**src/rtl/pwrdn_pkg.sv**
```systemverilog
package pwrdn_pkg;

  localparam int CTL_W = 5;

  typedef enum logic [3:0] {
    PS_RUN     = 4'd0,
    PS_SLEEP   = 4'd1,
    PS_SYSSTOP = 4'd2,
    PS_IDLE    = 4'd3,
    PS_STBY    = 4'd4,
    PS_QSTBY   = 4'd5,
    PS_WARM    = 4'd6,
    PS_BWARM   = 4'd7,
    PS_BHOLD   = 4'd8
  } pstate_e;

  // field order mirrors write-data bit order (bit 4 .. bit 0)
  typedef struct packed {
    logic low_drive;
    logic bus_en;
    logic mode_hi;
    logic mode_lo;
    logic div_bypass;
  } ctl_t;

  function automatic logic is_warm(pstate_e s);
    return (s == PS_WARM) || (s == PS_BWARM);
  endfunction

  function automatic logic is_awake(pstate_e s);
    return (s == PS_RUN) || (s == PS_SLEEP) || (s == PS_SYSSTOP) || (s == PS_IDLE);
  endfunction

endpackage

```
**src/rtl/pwrdn_regs.sv**
```systemverilog
module pwrdn_regs
  import pwrdn_pkg::*;
(
  input  logic             clk,
  input  logic             rst,
  input  logic             we,
  input  logic [CTL_W-1:0] wdata,
  output logic [1:0]       mode,
  output logic             bus_en,
  output logic             div_bypass,
  output logic             low_drive
);

  ctl_t ctl_q;

  always_ff @(posedge clk) begin
    if (rst) ctl_q <= '0;
    else if (we) ctl_q <= ctl_t'(wdata);
  end

  assign mode       = {ctl_q.mode_hi, ctl_q.mode_lo};
  assign bus_en     = ctl_q.bus_en;
  assign div_bypass = ctl_q.div_bypass;
  assign low_drive  = ctl_q.low_drive;

endmodule

```
**src/rtl/pwrdn_stab_timer.sv**
```systemverilog
module pwrdn_stab_timer #(
  parameter int LONG_CYC  = 131072,
  parameter int SHORT_CYC = 64
) (
  input  logic clk,
  input  logic rst,
  input  logic active,  // current state is a warm-up state
  input  logic keep,    // next state stays in warm-up
  input  logic quick,
  output logic expire
);

  localparam int CW = (LONG_CYC > 1) ? $clog2(LONG_CYC) : 1;
  localparam logic [CW-1:0] LONG_TC  = CW'(LONG_CYC - 1);
  localparam logic [CW-1:0] SHORT_TC = CW'(SHORT_CYC - 1);

  logic [CW-1:0] cnt_q;
  logic [CW-1:0] tc;

  assign tc     = quick ? SHORT_TC : LONG_TC;
  assign expire = active && (cnt_q == tc);

  always_ff @(posedge clk) begin
    if (rst)                cnt_q <= '0;
    else if (active && keep) cnt_q <= cnt_q + 1'b1;
    else                    cnt_q <= '0;
  end

  AST_CNT_BOUND: assert property (@(posedge clk) disable iff (rst)
    cnt_q <= LONG_TC);
  AST_QUICK_BOUND: assert property (@(posedge clk) disable iff (rst)
    (active && quick) |-> cnt_q <= SHORT_TC);

endmodule

```
**src/rtl/pwrdn_fsm.sv**
```systemverilog
module pwrdn_fsm
  import pwrdn_pkg::*;
(
  input  logic       clk,
  input  logic       rst,
  input  logic [1:0] mode,
  input  logic       bus_en,
  input  logic       sleep_exec,
  input  logic       io_stop,
  input  logic       wake,
  input  logic       bus_req,
  input  logic       expire,
  output pstate_e    state_q,
  output pstate_e    state_d,
  output logic       quick_q
);

  pstate_e stby_home;
  pstate_e deep_pick;

  assign stby_home = quick_q ? PS_QSTBY : PS_STBY;

  always_comb begin
    unique case (mode)
      2'b00:   deep_pick = PS_SYSSTOP;
      2'b01:   deep_pick = PS_IDLE;
      2'b10:   deep_pick = PS_STBY;
      default: deep_pick = PS_QSTBY;
    endcase
  end

  always_comb begin
    state_d = state_q;
    unique case (state_q)
      PS_RUN:
        if (sleep_exec) state_d = io_stop ? deep_pick : PS_SLEEP;
      PS_SLEEP, PS_SYSSTOP, PS_IDLE:
        if (wake) state_d = PS_RUN;
      PS_STBY, PS_QSTBY:
        if (wake) state_d = PS_WARM;
        else if (bus_en && bus_req) state_d = PS_BWARM;
      PS_WARM:
        if (expire) state_d = PS_RUN;
      PS_BWARM:
        if (expire) state_d = wake ? PS_RUN : (bus_req ? PS_BHOLD : stby_home);
        else if (wake) state_d = PS_WARM;
        else if (!bus_req) state_d = stby_home;
      PS_BHOLD:
        if (wake) state_d = PS_RUN;
        else if (!bus_req) state_d = stby_home;
      default: state_d = PS_RUN;
    endcase
  end

  always_ff @(posedge clk) begin
    if (rst) begin
      state_q <= PS_RUN;
      quick_q <= 1'b0;
    end else begin
      state_q <= state_d;
      if (state_q == PS_RUN && state_d == PS_STBY)  quick_q <= 1'b0;
      if (state_q == PS_RUN && state_d == PS_QSTBY) quick_q <= 1'b1;
    end
  end

  AST_STBY_ENTRY: assert property (@(posedge clk) disable iff (rst)
    (state_q == PS_RUN && sleep_exec && io_stop && mode == 2'b10) |=> state_q == PS_STBY);
  AST_QSTBY_ENTRY: assert property (@(posedge clk) disable iff (rst)
    (state_q == PS_RUN && sleep_exec && io_stop && mode == 2'b11) |=> state_q == PS_QSTBY);
  AST_IDLE_FAST_WAKE: assert property (@(posedge clk) disable iff (rst)
    (state_q == PS_IDLE && wake) |=> state_q == PS_RUN);
  AST_STBY_WAKE_RESTART: assert property (@(posedge clk) disable iff (rst)
    (state_q == PS_STBY && wake) |=> state_q == PS_WARM);
  AST_WARM_HOLD: assert property (@(posedge clk) disable iff (rst)
    (state_q == PS_WARM && !expire) |=> state_q == PS_WARM);
  AST_NO_BUS_WAKE: assert property (@(posedge clk) disable iff (rst)
    (state_q == PS_STBY && !bus_en && !wake) |=> state_q == PS_STBY);
  AST_SLEEP_IGNORED: assert property (@(posedge clk) disable iff (rst)
    (state_q == PS_SLEEP && !wake) |=> state_q == PS_SLEEP);

endmodule

```
**src/rtl/pwrdn_outreg.sv**
```systemverilog
module pwrdn_outreg
  import pwrdn_pkg::*;
(
  input  logic       clk,
  input  logic       rst,
  input  pstate_e    state_d,
  input  logic       bus_req,
  output logic       osc_en,
  output logic       clk_run,
  output logic       ready,
  output logic       grant,
  output logic [3:0] status
);

  always_ff @(posedge clk) begin
    if (rst) begin
      osc_en  <= 1'b1;
      clk_run <= 1'b1;
      ready   <= 1'b1;
      grant   <= 1'b0;
      status  <= PS_RUN;
    end else begin
      osc_en  <= !(state_d == PS_STBY || state_d == PS_QSTBY);
      clk_run <= (state_d == PS_RUN) || (state_d == PS_SLEEP) || (state_d == PS_SYSSTOP);
      ready   <= (state_d == PS_RUN);
      grant   <= (state_d == PS_BHOLD) || (bus_req && is_awake(state_d));
      status  <= state_d;
    end
  end

  AST_GRANT_SETTLED: assert property (@(posedge clk) disable iff (rst)
    grant |-> (status != PS_WARM && status != PS_BWARM && status != PS_STBY && status != PS_QSTBY));
  AST_OSC_OFF_NO_CLOCK: assert property (@(posedge clk) disable iff (rst)
    !osc_en |-> !clk_run);

endmodule

```
**src/rtl/pwrdn_ctrl.sv**
```systemverilog
module pwrdn_ctrl
  import pwrdn_pkg::*;
#(
  parameter int LONG_CYC  = 131072,
  parameter int SHORT_CYC = 64
) (
  input  logic             clk,
  input  logic             rst,
  input  logic             reg_we,
  input  logic [CTL_W-1:0] reg_wdata,
  input  logic             sleep_exec,
  input  logic             io_stop,
  input  logic             wake,
  input  logic             bus_req,
  output logic             osc_en,
  output logic             clk_run,
  output logic             div_bypass,
  output logic             low_drive,
  output logic             bus_grant_ok,
  output logic             ready,
  output logic [3:0]       mode_status
);

  logic [1:0] mode;
  logic       bus_en;
  logic       expire;
  logic       quick_q;
  pstate_e    state_q;
  pstate_e    state_d;

  pwrdn_regs u_regs (
    .clk(clk), .rst(rst), .we(reg_we), .wdata(reg_wdata),
    .mode(mode), .bus_en(bus_en), .div_bypass(div_bypass), .low_drive(low_drive)
  );

  pwrdn_fsm u_fsm (
    .clk(clk), .rst(rst), .mode(mode), .bus_en(bus_en),
    .sleep_exec(sleep_exec), .io_stop(io_stop), .wake(wake), .bus_req(bus_req),
    .expire(expire), .state_q(state_q), .state_d(state_d), .quick_q(quick_q)
  );

  pwrdn_stab_timer #(.LONG_CYC(LONG_CYC), .SHORT_CYC(SHORT_CYC)) u_timer (
    .clk(clk), .rst(rst),
    .active(is_warm(state_q)), .keep(is_warm(state_d)),
    .quick(quick_q), .expire(expire)
  );

  pwrdn_outreg u_out (
    .clk(clk), .rst(rst), .state_d(state_d), .bus_req(bus_req),
    .osc_en(osc_en), .clk_run(clk_run), .ready(ready),
    .grant(bus_grant_ok), .status(mode_status)
  );

endmodule

```
**config.mk**
```make
export PLATFORM = sky130hd
export DESIGN_NAME = pwrdn_ctrl
export DESIGN_NICKNAME = d
export VERILOG_FILES = /design/src/rtl/pwrdn_pkg.sv /design/src/rtl/pwrdn_regs.sv /design/src/rtl/pwrdn_stab_timer.sv /design/src/rtl/pwrdn_fsm.sv /design/src/rtl/pwrdn_outreg.sv /design/src/rtl/pwrdn_ctrl.sv
export SDC_FILE = /design/constraint.sdc
export NUM_CORES = 1
export LEC_CHECK = 0
export BUFFER_PORTS_ARGS = -buffer_cell sky130_fd_sc_hd__buf_2
export CAP_MARGIN = 20
export CORE_UTILIZATION = 49
export CTS_CLUSTER_DIAMETER = 60
export DETAILED_ROUTE_END_ITERATION = 12
export PLACE_DENSITY = 0.7
export SLEW_MARGIN = 10
export SYNTH_ARGS = -nofsm -noshare
export SYNTH_HDL_FRONTEND = slang
export SYNTH_HIERARCHICAL = 1
export SYNTH_SLANG_ARGS = --single-unit
```
**constraint.sdc**
```tcl
create_clock -name clk -period 3.2 [get_ports clk]
set_input_delay 0 -clock clk [delete_from_list [all_inputs] [get_ports clk]]
set_output_delay 0 -clock clk [all_outputs]
set_load 0.02 [all_outputs]
```
Word-level counts from Yosys, hierarchy flattened --
Index checks and enable logic that the tools add are counted.
Word-level totals: bits in registers 31, word-level logic and storage cells 72, latch bits 0, bits in writable memories 0, memories kept 0, bits of input ports 12, bits in read-only memories 0
Cells by class: bitwise operators 1, muxes and demuxes 18, $add $sub $neg 1, magnitude comparators 0, divide/modulo/power cells 0, shift-type cells 0, multipliers 0, reductions and logical operators 21, eq/ne operators 19
Operators by type and width (number):
- $mux W4 | 11
- $eq A4 B3 Y1 const B | 8
- $pmux W4 S6 | 1
- $add A17 B1 Y17 const B | 1
- $eq A17 B17 Y1 | 1
- $mux W17 | 1
- $eq A4 B2 Y1 const B | 4
- $pmux W3 S3 | 1
- $eq A4 B1 Y1 const B | 2
- $eq A4 B4 Y1 const B | 2
- $logic_not A4 Y1 | 2
- $logic_or A1 B1 Y1 | 7
- $logic_and A1 B1 Y1 | 6
- $reduce_or A2 Y1 | 2
- $mux W1 | 3
- $mux W3 | 1
- $reduce_or A3 Y1 | 1
- $eq A2 B1 Y1 const B | 1
- $eq A2 B2 Y1 const B | 1
- $logic_not A2 Y1 | 1
- $reduce_bool A2 Y1 | 1
- $logic_not A1 Y1 | 1
- $not A1 Y1 | 1

Logic depth before layout (Yosys ltp) --
depth in word-level cells 11, gate-level depth with buffers 14, mapped depth without buffers 13

Hierarchy --
Netlist, hierarchy kept.
Modules (own cells, without submodules):
- pwrdn_stab_timer | area each 798.3 sq um, sequential area each 340.3 sq um, instances 1, cells an instance 91
- pwrdn_fsm | area each 384.1 sq um, sequential area each 100.1 sq um, instances 1, cells an instance 48
- pwrdn_outreg | area each 245.2 sq um, sequential area each 160.2 sq um, instances 1, cells an instance 21
- pwrdn_regs | area each 180.2 sq um, sequential area each 100.1 sq um, instances 1, cells an instance 16
- pwrdn_ctrl | area each 17.5 sq um, sequential area each 0.0 sq um, instances 1, cells an instance 2

Least setup slack after synthesis --
No wires, ideal clock.
kind register -> register, from reg u_timer.cnt_q[2], to reg u_timer.cnt_q[11], path slack 0.624 ns, cell stages (with the launch flop) 15, library setup time 0.065 ns, arrival time 2.511 ns, clock period less this slack 2.576 ns, path through dfxtp_1 > and4_1 > buf_6 > nand2_1 > nor2_1 > and3_1 > mux2i_1 > nand2_1 > o31a_1 > nor3_1 > and3b_1 > nand2_1 > or2_2 > clkbuf_1 > nor2_1
Between the ends: longest elaborated chain between the ends 9, elaborated cells on any way between the ends 12
RTL lines:
- start: declaration | line pwrdn_stab_timer.sv:17 | logic [CW-1:0] cnt_q;
- start signal: assignment | line pwrdn_stab_timer.sv:25 | else if (active && keep) cnt_q <= cnt_q + 1'b1;
- $eq A17 B17 Y1 * | line pwrdn_stab_timer.sv:21 | assign expire = active && (cnt_q == tc);
- $logic_and A1 B1 Y1 * | line pwrdn_stab_timer.sv:21
- via expire | line pwrdn_ctrl.sv:26 | logic expire;
- $mux W4 (on tied branches) | line pwrdn_fsm.sv:45, pwrdn_fsm.sv:43
- $pmux W4 S6 * | line pwrdn_fsm.sv:34 | unique case (state_q)
- via state_d[1] | line pwrdn_ctrl.sv:29 | pstate_e state_d;
- $eq A4 B3 Y1 | line pwrdn_pkg.sv:27 | return (s == PS_WARM) || (s == PS_BWARM);
- $logic_or A1 B1 Y1 * | line pwrdn_pkg.sv:27
- $logic_and A1 B1 Y1 * | line pwrdn_stab_timer.sv:25
- $not A1 Y1 (no source line) *
- $reduce_or A2 Y1 (no source line) *
Mark *: on every way through the listed nets, which the timed path passes. The rest lies on a longest branch. A chain may end at the register's enable or synchronous reset.

Worst setup path in the final report --
from reg u_timer.cnt_q[2], to reg u_timer.cnt_q[16]
Same word-level chain as after synthesis.

==> impl_metrics.csv <==
group,metric,value,unit
status,status,"completed",
layout,multi_input_area,880,µm²
die,placementRows,20,
layout,layout_commonest_cell,"dfxtp_1",
timing,fmax,365,MHz
clocking,cts_sinks,35,
place,portBuffers,21,
die,die_x,59.6,µm
drt,vias_per_cell,5.50,
hold_path,hold_path.class,"in -> reg",
global_route,grt_use_total,21.6,%
setup_path,endpoint_kind,"register",
timing,hold_viol,0,
die,die_y,59.6,µm
timing,setup_viol,0,
drt,post_drt_wl_per_cell,12.9,µm
power,max-vdd-ir-drop,287,µV
drt,wl,3.28,mm
place,place.gp.congestion,0.849,
power,leakage,0.737,nW
clocking,post_cts_buffers,0,
yosys,synth-seq-area-share,43.1,%
timing,timing.hold.ws,23.9,ps
yosys,synth_cells,178,
layout,fin_cells,255,
drt,dr.pass1.iters,4,
yosys,async_flop_share,0,%
die,die_area,3550,µm²
place,placed_cell_area,1740,µm²
clocking,cts_made_buffers,5,
power,total_power,835,µW
global_route,overflow,0,
timing,finClkSkew,4.43,ps
yosys,syn_area,1630,µm²
place,place_ws,344,ps
flow_run,drv_cap,0,
timing,rsz0062_at_grt,"no",
drt,dr_total_vias,1403,
timing,fin_crit_sh,85.6,%
clocking,cts.reportedPaths.clkPinSlew,90,ps
die,ioPinCount,22,
layout,area_growth_syn_to_layout,16.2,%
setup_path,crit_required,3480,ps
die,initial_core_util,52.4,%
yosys,syn-num-nets,191,
drt,drc,0,
yosys,ys_ff_latch,35,
layout,nFillCells,287,
yosys,synth.top_cells.by_area,"dfxtp_1 (43%), nor2_1 (5.8%), mux2i_1 (5.5%)",
yosys,yosysWarnings,6,
layout,fin_nets,223,
die,design.core.area,3100,µm²
timing,setup_tns,0,ps
layout,final_util,60.8,%
clocking,clock_latency,340,ps
global_route,grt_pass1_vias,1307,
setup_path,critPathKind,"reg -> reg",
yosys,synth_ff_type,"dfxtp_1",
clocking,tritoncts,"built",
layout,n_antenna_cell,0,
layout,layout_common_cells,"dfxtp_1 (35), nor2_1 (25), buf_2 (21)",
drt,drtIter0Drc,73,
yosys,synth_top_area_share,43.1,%
yosys,yosys.area.top_type,"dfxtp_1",
clocking,cts_root_buf,"clkbuf_4",
yosys,synth.distinct_cells,43,
timing,setup_slack,462,ps
layout,drive_gt1_share,17.1,%
global_route,grt_pass1_wl,5.66,mm
power,p_per_area,442,nW/µm²
place,hpwl,2.30,mm
drt,ant_nets,0,
timing,final_max_slew_viol_count,0,
timing,fin_crit,2740,ps
place,place_inst,238,
setup_path,crit_path_start_kind,"register",
setup_path,cp_max_fo,13,
timing,worst_pin_slew,465,ps
clocking,clock_path_buffers,2,
setup_path,reg2reg_setup_slack,460,ps
timing,max-slew-margin-rel,68.2,%
layout,finalInstanceArea,1890,µm²
global_route,grt_max_degree,22,
yosys,synth_edf_count,0,
clocking,htree_levels,2,
yosys,avgSynthCellArea,9.13,µm²
global_route,antenna_found_initial,0,
layout,regArea,701,µm²
setup_path,cp.arrival,3020,ps
-- repair_timing --
item | CTS | global route
gates resized for setup | 0 | 1
endpoints found under the hold margin | 6 | 0
endpoints found under the setup margin | 0 | 1
hold buffers | 9 | 0
-- final timing paths --
| check | startpoint | to | cells after the start |
|---|---|---|---|
| max | u_timer/cnt_q[2] | u_timer/cnt_q[16] | 12 |
| min | reg_we | u_regs/mode[0] | 3 |
| min reg2reg | u_timer/cnt_q[0] | u_timer/cnt_q[0] | 1 |
| max reg2reg | u_timer/cnt_q[2] | u_timer/cnt_q[16] | 12 |
-- cell families (layout without fill, tap and decap cells) --
family,count (synthesis),count (layout),synth area share [%]
xor gates and xnor gates,10,10,5.39
buffers and inverters,7,40,3.08
adders and majority gates,1,1,0.770
AOI/OAI and AO/OA,24,24,10.5
muxes,9,9,5.54
and+or+nand+nor,92,92,31.6
DFF,35,35,43.1
-- sequential cells by signal (all words and copies together), names as in the netlist --
register / cells
u_out/osc_en: 1
u_regs/bus_en: 1
u_fsm/state_q: 4
u_out/ready: 1
u_regs/div_bypass: 1
u_timer/cnt_q: 17
u_out/clk_run: 1
u_out/status: 4
u_out/grant: 1
u_fsm/quick_q: 1
u_regs/mode: 2
u_regs/low_drive: 1
-- cells in the mapped netlist (2+ instances only) --
cell	count
a211oi_2	2
mux2i_1	9
nor3_1	3
buf_6	3
nand4_1	3
nor2b_1	6
xnor2_1	2
or3_1	6
inv_1	2
and4_1	4
nor4_1	4
nor2_1	25
and2_1	3
nand2_1	14
or2_2	2
nand3_1	6
and3_1	5
dfxtp_1	35
a21oi_1	6
xor2_1	8
a31oi_1	4
nand2b_1	2
o21ai_0	3
and3b_1	2
-- per-layer routing --
metal | track usage [%] | vias up | part of all wire (%)
met5 | 0 | - | 0
met4 | 12.0 | 0 | 1.6
met3 | 5.24 | 7 | 3.1
met2 | 35.5 | 24 | 48
met1 | 25.7 | 666 | 47
li1 | - | 706 | -
-- worst max-delay path, cell delays in order, from the launching register on --
cell and delay [ps]:
dfxtp_1 370, and4_1 310, nand2_1 160, nor2_1 60
and3_1 210, mux2i_1 140, nand2_1 60, o31a_1 130
nor3_2 350, and3b_1 210, nand2_1 110, or2_2 420
a21oi_1 150
-- layout make-up --
cell class,instances,area share (%)
clock buffers,7,2.39
clock inverters,1,0.265
inverters,2,0.398
multi-input cells,136,46.6
flip-flops and latches,35,37.1
well taps,44,2.92
repair buffers,30,10.3
-- report_power, final --
group	internal (mW)	switching, mW	leakage [nW]
registers	0.458	0.0177	0.285
logic	0.0587	0.0734	0.423
clock network	0.0855	0.142	0.0293
Note: power is estimated with default switching activity, not from simulation.
